## config.mk

```make
export PLATFORM = sky130hd
export DESIGN_NAME = adc_seq_ctrl
export DESIGN_NICKNAME = d
export VERILOG_FILES = /design/src/rtl/adc_seq_pkg.sv /design/src/rtl/adc_seq_engine.sv /design/src/rtl/adc_res_bank.sv /design/src/rtl/adc_res_fmt.sv /design/src/rtl/adc_seq_ctrl.sv
export SDC_FILE = /design/constraint.sdc
export NUM_CORES = 1
export LEC_CHECK = 0
export ABC_AREA = 1
export BUFFER_PORTS_ARGS = -buffer_cell sky130_fd_sc_hd__buf_2
export CORE_ASPECT_RATIO = 1.75
export CORE_MARGIN = 1
export CORE_UTILIZATION = 60
export CTS_BUF_LIST = sky130_fd_sc_hd__clkbuf_8
export DETAILED_ROUTE_END_ITERATION = 16
export GPL_ROUTABILITY_DRIVEN = 0
export PLACE_DENSITY_LB_ADDON = 0.3
export SLEW_MARGIN = 5
export SYNTH_ARGS = -nofsm -noshare
export SYNTH_HDL_FRONTEND = slang
export SYNTH_HIERARCHICAL = 1
export SYNTH_SLANG_ARGS = --single-unit
```

## constraint.sdc

```tcl
create_clock -name clk -period 2.4 [get_ports clk]
set_clock_uncertainty 0.15 [all_clocks]
set_input_delay 0.36 -clock clk [delete_from_list [all_inputs] [get_ports clk]]
set_output_delay 0.36 -clock clk [all_outputs]
set_load 0.05 [all_outputs]
```

## src/rtl/adc_seq_pkg.sv

```systemverilog
package adc_seq_pkg;
  // control register bit positions
  localparam int CB_SCAN  = 3;
  localparam int CB_EXT   = 4;
  localparam int CB_FAST  = 5;
  localparam int CB_IRQ   = 6;
  localparam int CB_RES8  = 7;
  localparam int CB_LEFT  = 8;
  localparam int CB_SGN   = 9;
  localparam int CB_START = 15;
  // status register bit positions
  localparam int SB_DONE  = 0;
  localparam int SB_TOVR  = 1;
  localparam int SB_OVW   = 2;
  localparam int SB_CNT   = 3;
  localparam int SB_CCF   = 8;
  // register addresses (results live where the top address bit is set)
  localparam logic [3:0] A_CTRL = 4'h0;
  localparam logic [3:0] A_STAT = 4'h1;

  typedef enum logic [1:0] {SQ_IDLE, SQ_REQ, SQ_WAIT} sq_state_e;
endpackage

```

## src/rtl/adc_seq_engine.sv

```systemverilog
module adc_seq_engine
  import adc_seq_pkg::*;
#(
  parameter int CH_W = 3
) (
  input  logic            clk,
  input  logic            rst_n,
  input  logic            abort,
  input  logic            sw_start,
  input  logic            ext_en,
  input  logic            scan,
  input  logic [CH_W-1:0] len_m1,
  input  logic            trig_in,
  input  logic            req_ready,
  input  logic            res_valid,
  output logic            req_valid,
  output logic            res_ready,
  output logic [CH_W-1:0] cur_ch,
  output logic            store,
  output logic            done_set,
  output logic            trig_ovr,
  output logic            busy
);
  sq_state_e       state_q;
  logic [CH_W-1:0] cc_q;
  logic            first_q;
  logic            trig_q;
  logic            trig_edge;
  logic            last_ch;

  assign trig_edge = trig_in & ~trig_q;
  assign req_valid = (state_q == SQ_REQ);
  assign res_ready = (state_q == SQ_WAIT) & ~abort;
  assign store     = res_valid & res_ready;
  assign last_ch   = (cc_q == len_m1);
  assign done_set  = store & last_ch & first_q;
  assign busy      = (state_q != SQ_IDLE);
  assign trig_ovr  = ext_en & trig_edge & busy & ~abort;
  assign cur_ch    = cc_q;

  always_ff @(posedge clk) begin
    if (!rst_n) begin
      state_q <= SQ_IDLE;
      cc_q    <= '0;
      first_q <= 1'b1;
      trig_q  <= 1'b0;
    end else begin
      trig_q <= trig_in;
      if (abort) begin
        cc_q    <= '0;
        first_q <= 1'b1;
        state_q <= sw_start ? SQ_REQ : SQ_IDLE;
      end else begin
        case (state_q)
          SQ_IDLE: if (ext_en && trig_edge) begin
            cc_q    <= '0;
            first_q <= 1'b1;
            state_q <= SQ_REQ;
          end
          SQ_REQ: if (req_ready) state_q <= SQ_WAIT;
          SQ_WAIT: if (store) begin
            if (last_ch) begin
              cc_q    <= '0;
              first_q <= 1'b0;
              state_q <= scan ? SQ_REQ : SQ_IDLE;
            end else begin
              cc_q    <= cc_q + 1'b1;
              state_q <= SQ_REQ;
            end
          end
          default: state_q <= SQ_IDLE;
        endcase
      end
    end
  end
endmodule

```

## src/rtl/adc_res_bank.sv

```systemverilog
module adc_res_bank #(
  parameter int NUM_CH = 8,
  parameter int CODE_W = 10,
  localparam int CH_W  = $clog2(NUM_CH)
) (
  input  logic                           clk,
  input  logic                           rst_n,
  input  logic                           store,
  input  logic [CH_W-1:0]                ch,
  input  logic [CODE_W-1:0]              code,
  input  logic [NUM_CH-1:0]              rd_clr,
  output logic [NUM_CH-1:0]              ccf,
  output logic [NUM_CH-1:0][CODE_W-1:0]  raw,
  output logic                           ovw
);
  assign ovw = store & ccf[ch] & ~rd_clr[ch];

  for (genvar g = 0; g < NUM_CH; g++) begin : g_ch
    always_ff @(posedge clk) begin
      if (!rst_n) begin
        ccf[g] <= 1'b0;
        raw[g] <= '0;
      end else if (store && ch == CH_W'(g)) begin
        ccf[g] <= 1'b1;
        raw[g] <= code;
      end else if (rd_clr[g]) begin
        ccf[g] <= 1'b0;
      end
    end
  end
endmodule

```

## src/rtl/adc_res_fmt.sv

```systemverilog
module adc_res_fmt #(
  parameter int CODE_W   = 10,
  parameter int NARROW_W = 8,
  parameter int DATA_W   = 16
) (
  input  logic [CODE_W-1:0] code,
  input  logic              res8,
  input  logic              left,
  input  logic              sgn,
  output logic [DATA_W-1:0] data
);
  logic [CODE_W-1:0]   wide;
  logic [NARROW_W-1:0] narrow;

  always_comb begin
    wide   = code;
    narrow = code[CODE_W-1 -: NARROW_W];
    if (sgn) begin
      wide[CODE_W-1]     = ~wide[CODE_W-1];
      narrow[NARROW_W-1] = ~narrow[NARROW_W-1];
    end
    if (res8) begin
      if (left) data = {narrow, {(DATA_W-NARROW_W){1'b0}}};
      else      data = {{(DATA_W-NARROW_W){sgn & narrow[NARROW_W-1]}}, narrow};
    end else begin
      if (left) data = {wide, {(DATA_W-CODE_W){1'b0}}};
      else      data = {{(DATA_W-CODE_W){sgn & wide[CODE_W-1]}}, wide};
    end
  end
endmodule

```

## src/rtl/adc_seq_ctrl.sv

```systemverilog
module adc_seq_ctrl
  import adc_seq_pkg::*;
#(
  parameter int NUM_CH = 8,
  parameter int CODE_W = 10,
  parameter int DATA_W = 16,
  parameter int ADDR_W = 4,
  localparam int CH_W  = $clog2(NUM_CH)
) (
  input  logic              clk,
  input  logic              rst_n,
  input  logic              reg_wr,
  input  logic              reg_rd,
  input  logic [ADDR_W-1:0] reg_addr,
  input  logic [DATA_W-1:0] reg_wdata,
  output logic [DATA_W-1:0] reg_rdata,
  input  logic              trig_in,
  output logic              req_valid,
  input  logic              req_ready,
  output logic [CH_W-1:0]   req_chan,
  input  logic              res_valid,
  output logic              res_ready,
  input  logic [CODE_W-1:0] res_code,
  output logic              seq_irq
);
  logic [DATA_W-1:0]             ctrl_q;
  logic                          seq_done_q, trig_ovr_q, ovw_q;
  logic                          ctrl_wr, stat_wr, res_sel, res_rd;
  logic [CH_W-1:0]               rd_ch;
  logic [NUM_CH-1:0]             rd_clr, ccf;
  logic [NUM_CH-1:0][CODE_W-1:0] raw;
  logic                          store, done_set, tovr_set, ovw_set, busy;
  logic [DATA_W-1:0]             fmt_data, stat_word;
  logic                          fast;

  assign ctrl_wr = reg_wr & (reg_addr == ADDR_W'(A_CTRL));
  assign stat_wr = reg_wr & (reg_addr == ADDR_W'(A_STAT));
  assign res_sel = reg_addr[ADDR_W-1];
  assign rd_ch   = reg_addr[CH_W-1:0];
  assign res_rd  = reg_rd & res_sel;
  assign rd_clr  = res_rd ? (NUM_CH'(1) << rd_ch) : '0;
  assign fast    = ctrl_q[CB_FAST];

  adc_seq_engine #(.CH_W(CH_W)) u_eng (
    .clk(clk), .rst_n(rst_n), .abort(ctrl_wr),
    .sw_start(reg_wdata[CB_START] & ~reg_wdata[CB_EXT]),
    .ext_en(ctrl_q[CB_EXT]), .scan(ctrl_q[CB_SCAN]), .len_m1(ctrl_q[CH_W-1:0]),
    .trig_in(trig_in), .req_ready(req_ready), .res_valid(res_valid),
    .req_valid(req_valid), .res_ready(res_ready), .cur_ch(req_chan),
    .store(store), .done_set(done_set), .trig_ovr(tovr_set), .busy(busy)
  );

  adc_res_bank #(.NUM_CH(NUM_CH), .CODE_W(CODE_W)) u_bank (
    .clk(clk), .rst_n(rst_n), .store(store), .ch(req_chan), .code(res_code),
    .rd_clr(rd_clr), .ccf(ccf), .raw(raw), .ovw(ovw_set)
  );

  adc_res_fmt #(.CODE_W(CODE_W), .NARROW_W(8), .DATA_W(DATA_W)) u_fmt (
    .code(raw[rd_ch]), .res8(ctrl_q[CB_RES8]), .left(ctrl_q[CB_LEFT]),
    .sgn(ctrl_q[CB_SGN]), .data(fmt_data)
  );

  always_ff @(posedge clk) begin
    if (!rst_n) begin
      ctrl_q     <= '0;
      seq_done_q <= 1'b0;
      trig_ovr_q <= 1'b0;
      ovw_q      <= 1'b0;
    end else begin
      if (ctrl_wr) begin
        ctrl_q           <= reg_wdata;
        ctrl_q[CB_START] <= 1'b0;
      end
      if (done_set)                                     seq_done_q <= 1'b1;
      else if ((stat_wr && !fast) || (res_rd && fast))  seq_done_q <= 1'b0;
      if (tovr_set)                                     trig_ovr_q <= 1'b1;
      else if (stat_wr && reg_wdata[SB_TOVR])           trig_ovr_q <= 1'b0;
      if (ovw_set)                                      ovw_q      <= 1'b1;
      else if (stat_wr && reg_wdata[SB_OVW])            ovw_q      <= 1'b0;
    end
  end

  always_comb begin
    stat_word                       = '0;
    stat_word[SB_DONE]              = seq_done_q;
    stat_word[SB_TOVR]              = trig_ovr_q;
    stat_word[SB_OVW]               = ovw_q;
    stat_word[SB_CNT +: CH_W]       = req_chan;
    stat_word[SB_CCF +: NUM_CH]     = ccf;
  end

  always_comb begin
    if (res_sel)                              reg_rdata = fmt_data;
    else if (reg_addr == ADDR_W'(A_CTRL))     reg_rdata = ctrl_q;
    else if (reg_addr == ADDR_W'(A_STAT))     reg_rdata = stat_word;
    else                                      reg_rdata = '0;
  end

  assign seq_irq = seq_done_q & ctrl_q[CB_IRQ];
endmodule

```

[Yosys cells after proc, flatten, opt, wreduce, memory -nomap -nowiden]
Cells that the tools add are included.
Storage, ports and cells
  output and inout bits: 22
  word-level logic and storage cells: 154
  flip-flop bits (word level): 113
  input bits: 37
Operators by class
  bitwise logic cells: 22
  muxes and demuxes: 52
  eq/ne operators: 17
  add/subtract/negate cells: 1
  magnitude comparators: 2
  reductions and logical operators: 35
  shifts and indexed selects: 1
Operators by type and width (count)
  2-to-1 mux 16 bit: 6
  binary-select mux 10 bit (select 3 bit): 1
  2-to-1 mux 1 bit: 30
  nonzero test 2 bit: 13
  bitwise AND 1 bit: 16
  logical AND 1 bit: 13
  equality test 3 bit, second input constant: 4
  2-to-1 mux 10 bit: 1
  2-to-1 mux 2 bit: 5
  2-to-1 mux 3 bit: 3
  inequality test 3 x 1 -> 1 bit, second input constant: 3
  < comparator 3 x 4 -> 1 bit, second input constant: 2
  2-to-1 mux 8 bit: 1
  << shifter 1 x 3 -> 8 bit, first input constant: 1
  binary-select mux 1 bit (select 3 bit): 2
  equality test 3 x 2 -> 1 bit, second input constant: 2
  inequality test 2 x 1 -> 1 bit, second input constant: 3
  NOT 1 bit: 6
  case mux 2 bit (3 select lines): 1
  case mux 3 bit (2 select lines): 1
  AND reduction 3 bit: 2
  equality test 4 x 1 -> 1 bit, second input constant: 1
  logical NOT 4 bit: 1
  AND reduction 4 bit: 1
  11 further kinds: 11

[Longest topological paths before layout]
  word-level depth: 8
  mapped depth: 16
  depth with buffers taken out: 14

[Modules after synthesis]
The synthesis kept the hierarchy.
Modules (own cells, without submodules)
  adc_res_bank: area an instance 3593.4 um2, sequential area each 1761.7 um2, cells an instance 449, instances 1
  adc_seq_ctrl: area an instance 1737.9 um2, sequential area each 360.3 um2, cells an instance 329, instances 1
  adc_seq_engine: area an instance 480.5 um2, sequential area each 140.1 um2, cells an instance 78, instances 1
  adc_res_fmt: area an instance 340.3 um2, sequential area each 0.0 um2, cells an instance 62, instances 1

[Worst setup path before layout]
No wires, ideal clock.
  path kind: input port to output port
  start: in reg_addr[0]
  end: out reg_rdata[9]
  cell stages on the path: 14
  path slack: -157 ps
  arrival: 2047 ps
  buffers on the path: 2
  required time: 1890 ps
  cells stage by stage: buf_4 -> nor2_2 -> buf_2 -> nand2_1 -> nand4_1 -> nand2_1 -> nand2_1 -> inv_1 -> ha_1 -> o21ai_0 -> nand2_1 -> nand2_1 -> nand2_1 -> nand3_1
Between the ends
  longest elaborated chain between the ends: 8
  elaborated cells between the ends (all ways): 13
  those cells by class: eq/ne (1); mux (9); bitwise (2); reduce/logical (1)
RTL lines
  start, declared: line adc_seq_ctrl.sv:14  | input logic [ADDR_W-1:0] reg_addr,
  binary-select mux 10 bit (select 3 bit) (*): line adc_seq_ctrl.sv:59  | .code(raw[rd_ch]), .res8(ctrl_q[CB_RES8]), .left(ctrl_q[CB_LEFT]),
  2-to-1 mux 10 bit (implied by the code) (*): line adc_seq_ctrl.sv:59
  NOT 1 bit: line adc_res_fmt.sv:19, adc_res_fmt.sv:20
  2-to-1 mux 1 bit: line adc_res_fmt.sv:18  | if (sgn) begin
  bitwise AND 1 bit: line adc_res_fmt.sv:24  | else data = {{(DATA_W-NARROW_W){sgn & narrow[NARROW_W-1]}}, narrow};
  2-to-1 mux 16 bit: line adc_res_fmt.sv:23  | if (left) data = {narrow, {(DATA_W-NARROW_W){1'b0}}};
  2-to-1 mux 16 bit (*): line adc_res_fmt.sv:22  | if (res8) begin
  named net fmt_data[9]: line adc_seq_ctrl.sv:33  | logic [DATA_W-1:0] fmt_data, stat_word;
  2-to-1 mux 16 bit (*): line adc_seq_ctrl.sv:93  | if (res_sel) reg_rdata = fmt_data;
  end, declared: line adc_seq_ctrl.sv:16  | output logic [DATA_W-1:0] reg_rdata,
Mark *: on every way through the listed nets, which the timed path passes. The rest lies on a longest branch. The select of a mux whose other input is x is not followed.

[Worst setup path in the final report]
  start: reg u_bank/raw[59] (netlist name)
  end: out reg_rdata[8]
Between the ends
  longest elaborated chain between the ends: 8
RTL lines
  start, declared: line adc_res_bank.sv:13  | output logic [NUM_CH-1:0][CODE_W-1:0] raw,
  start signal, assigned by index: line adc_res_bank.sv:25  | raw[g] <= code;
  binary-select mux 10 bit (select 3 bit) (*): line adc_seq_ctrl.sv:59
  2-to-1 mux 10 bit (implied by the code) (*): line adc_seq_ctrl.sv:59
  NOT 1 bit: line adc_res_fmt.sv:20  | narrow[NARROW_W-1] = ~narrow[NARROW_W-1];
  2-to-1 mux 1 bit (*): line adc_res_fmt.sv:18
  bitwise AND 1 bit (*): line adc_res_fmt.sv:24
  2-to-1 mux 16 bit (*): line adc_res_fmt.sv:23
  2-to-1 mux 16 bit (*): line adc_res_fmt.sv:22
  named net fmt_data[8]: line adc_seq_ctrl.sv:33
  2-to-1 mux 16 bit (*): line adc_seq_ctrl.sv:93
Marks and branches as above.

==> flow_summary.rst <==
.. list-table::
   :header-rows: 1

   * - Metric
     - Value
   * - Min Tclk post-route
     - 2.630 ns
   * - CTS tree
     - done
   * - Count of fill cells added during filler insertion
     - 767
   * - Number of detailed-route iterations in the first pass
     - 6
   * - Critical Path Fanout Max
     - 2
   * - VDD IR-drop max
     - 0.3963 mV
   * - Overall fraction of global-route tracks in use
     - 35.51%
   * - Vias in the first global route
     - 6152
   * - Highest metal used
     - met4
   * - Floorplan die area
     - 10670 sq um
   * - Max-capacitance violation count
     - 0
   * - Post-route clock period utilization
     - 109.6%
   * - Instance area after placement
     - 6616 sq um
   * - Antenna violations before repair
     - 0
   * - Maximum single-stage delay on the critical path
     - 0.36 ns
   * - Synth warnings
     - 6
   * - Count of port buffers added during placement
     - 58
   * - Layout Nets
     - 1037
   * - Clock-pin slew of the registers on the worst-case setup and hold paths
     - 0.07 ns
   * - Required time at the worst-slack endpoint
     - 1.89 ns
   * - List of cells traversed by the critical path
     - nand2_2 -> a21oi_2 -> o21ai_1 -> nand2_1 -> inv_2 -> buf_6 -> ha_4 -> nand2_4 -> nand2_4 -> nand2_2 -> nand2_1 -> nand2_1 -> nand3_2 -> buf_8
   * - Highest-delay cell along the critical path
     - sky130_fd_sc_hd__dfxtp_2
   * - Net count of the mapped netlist
     - 957
   * - Core box area
     - 9910 sq um
   * - Final worst slack
     - -0.2304 ns
   * - Via count
     - 6623
   * - Outcome
     - complete, but fails checks
   * - Post-Route Hold Slack
     - 0.01588 ns
   * - Pin count of the biggest net entering global routing
     - 33
   * - Final instance area
     - 7438 sq um
   * - Top Ports
     - 59
   * - Multi-input logic area
     - 3471 sq um
   * - Most repeated library cell on the critical path
     - sky130_fd_sc_hd__nand2_1
   * - Clk sinks
     - 113
   * - Share of final-layout standard cells stronger than drive strength 1
     - 28.81%
   * - H-tree lvl count
     - 4
   * - Classification of the worst setup path
     - reg -> out
   * - Total negative slack for setup checks
     - -1.510 ns
   * - Storage element area
     - 2271 sq um
   * - Kind of capture point of the worst setup path
     - primary output
   * - Average instance area after synthesis
     - 6.705 sq um
   * - Initial cell density of the core
     - 62.05%
   * - Die outline width
     - 78.52 microns
   * - Routed WL
     - 19500 microns
   * - Worst relative slew slack
     - 60.86%
   * - Final number of setup-violating endpoints
     - 9
   * - Final HPWL from detailed placement
     - 12920 microns
   * - Path category of the worst min-delay check
     - in -> reg
   * - Failing checks
     - setup timing
   * - Antenna diodes
     - 0
   * - Post-detailed-route DRC marker count
     - 0
   * - Avg Vias per Cell
     - 5.835
   * - Final core area utilization
     - 75.06%
   * - Met2 wirelength from detailed routing
     - 10080 microns
   * - Upper clock frequency limit
     - 380.2 MHz
   * - Post-layout instance count excluding filler cells
     - 1135
   * - Routed length on met3
     - 1319 microns
   * - Worst reg2reg setup slack
     - 0.49 ns
   * - Number of cells after detailed placement
     - 1088
   * - Post-Synthesis Cells
     - 917
   * - DRC marker count from the first detailed-route iteration
     - 439
   * - Final hold violation count
     - 0
   * - Number of routed nets with antenna violations
     - 0
   * - Synthesized area
     - 6148 sq um
   * - Congestion Overflow GR
     - 0
   * - Wire length of the first global-routing pass
     - 29010 microns
   * - RSZ-0062 raised after global routing
     - true
   * - Row count
     - 48
   * - Actual slew at the worst max-slew pin
     - 0.5871 ns
   * - Worst skew pair latency
     - 0.43 ns
   * - Final Max Tran Viols
     - 0
   * - P per Cell Area
     - 554.3 nW/um^2
   * - Total routed wire length on the met1 layer
     - 6693 microns
   * - Maximum buffer depth of the clock tree
     - 2
   * - Number of buffers created by CTS
     - 17
   * - Area Growth Syn to Fin
     - 20.98%
   * - Clock Root Buffer
     - sky130_fd_sc_hd__clkbuf_8
   * - Total leakage power
     - 0.003385 uW
   * - Routed wirelength normalized by instance count
     - 17.18 microns
   * - Element type at the critical path start
     - register
   * - Signal arrival time at the worst endpoint
     - 2.12 ns
   * - Height of the die
     - 135.9 microns
[layout by cell type, fill, tap and decap left out, drive strengths merged]
| master | count |
|---|---|
| o211ai | 1 |
| o21ai | 97 |
| nor2 | 213 |
| nand2 | 251 |
| inv | 59 |
| nand3 | 55 |
| nor3 | 5 |
| o21bai | 1 |
| clkinv | 8 |
| a21oi | 42 |
| nand4 | 14 |
| clkbuf | 17 |
| clkinvlp | 5 |
| dfxtp | 113 |
| xnor2 | 1 |
| ha | 3 |
| nand3b | 3 |
| buf | 120 |
| dlygate4sd3 | 1 |
| bufinv | 1 |
[through the flow]
step           setup slack, ns  total power, uW
2_1_floorplan         -0.01546             2333
3_3_place_gp           -0.2611             2473
3_5_place_dp           -0.2652             2478
4_1_cts                -0.1784             4085
5_1_grt                -0.2655             4264
6_report               -0.2304             4123
[routing by layer]
layer / vias to the layer above / global-route usage [%]
li1: 3071 / -
met1: 3031 / 35.59
met2: 405 / 63.62
met3: 116 / 7.584
met4: 0 / 25.51
met5: - / 0
[registers in the layout (all words and copies together), names as in the netlist]
register	count
u_bank/ccf	8
seq_done_q	1
u_eng/state_q	2
u_bank/raw	80
u_eng/first_q	1
u_eng/trig_q	1
trig_ovr_q	1
ctrl_q	15
u_eng/cur_ch	3
ovw_q	1
[what timing repair did]
item                                   in CTS  in global routing
buffers inserted                            3                  8
endpoints found under the hold margin       1                  0
gates resized for setup                    60                 52
gates cloned                                0                  3
pin swaps                                  19                 18
setup endpoints to repair                  16                 16
hold buffers                                1                  0
[critical path: cells and delay by family (launching register included)]
kind	cells	cell delay (ns)
flops	1	0.36
simple gates	8	0.58
fa+ha+maj	1	0.15
buf+inv	3	0.36
compound gates	2	0.23
[area by class of cell]
type	count	share of cell area, %
clock buffer	17	3.145
clock inverter	15	1.632
inverter	58	3.112
multi-input combinational	686	46.66
sequential	113	30.53
tap	125	2.103
timing repair buffer	121	12.82
[final timing paths]
kind	startpoint	end	cells after the start
min reg2reg	u_eng/first_q	u_eng/first_q	2
max	u_bank/raw[59]	reg_rdata[8]	14
min	reg_wdata[8]	ctrl_q[8]	3
max reg2reg	u_eng/state_q[1]	u_bank/raw[56]	9
[power breakdown]
group	switching (uW)	total (uW)	internal [uW]
clock network	815	1620	806
logic	377	563	186
registers	27.9	1940	1910
total	1220	4120	2900
Note: power is estimated with default switching activity, not from simulation.
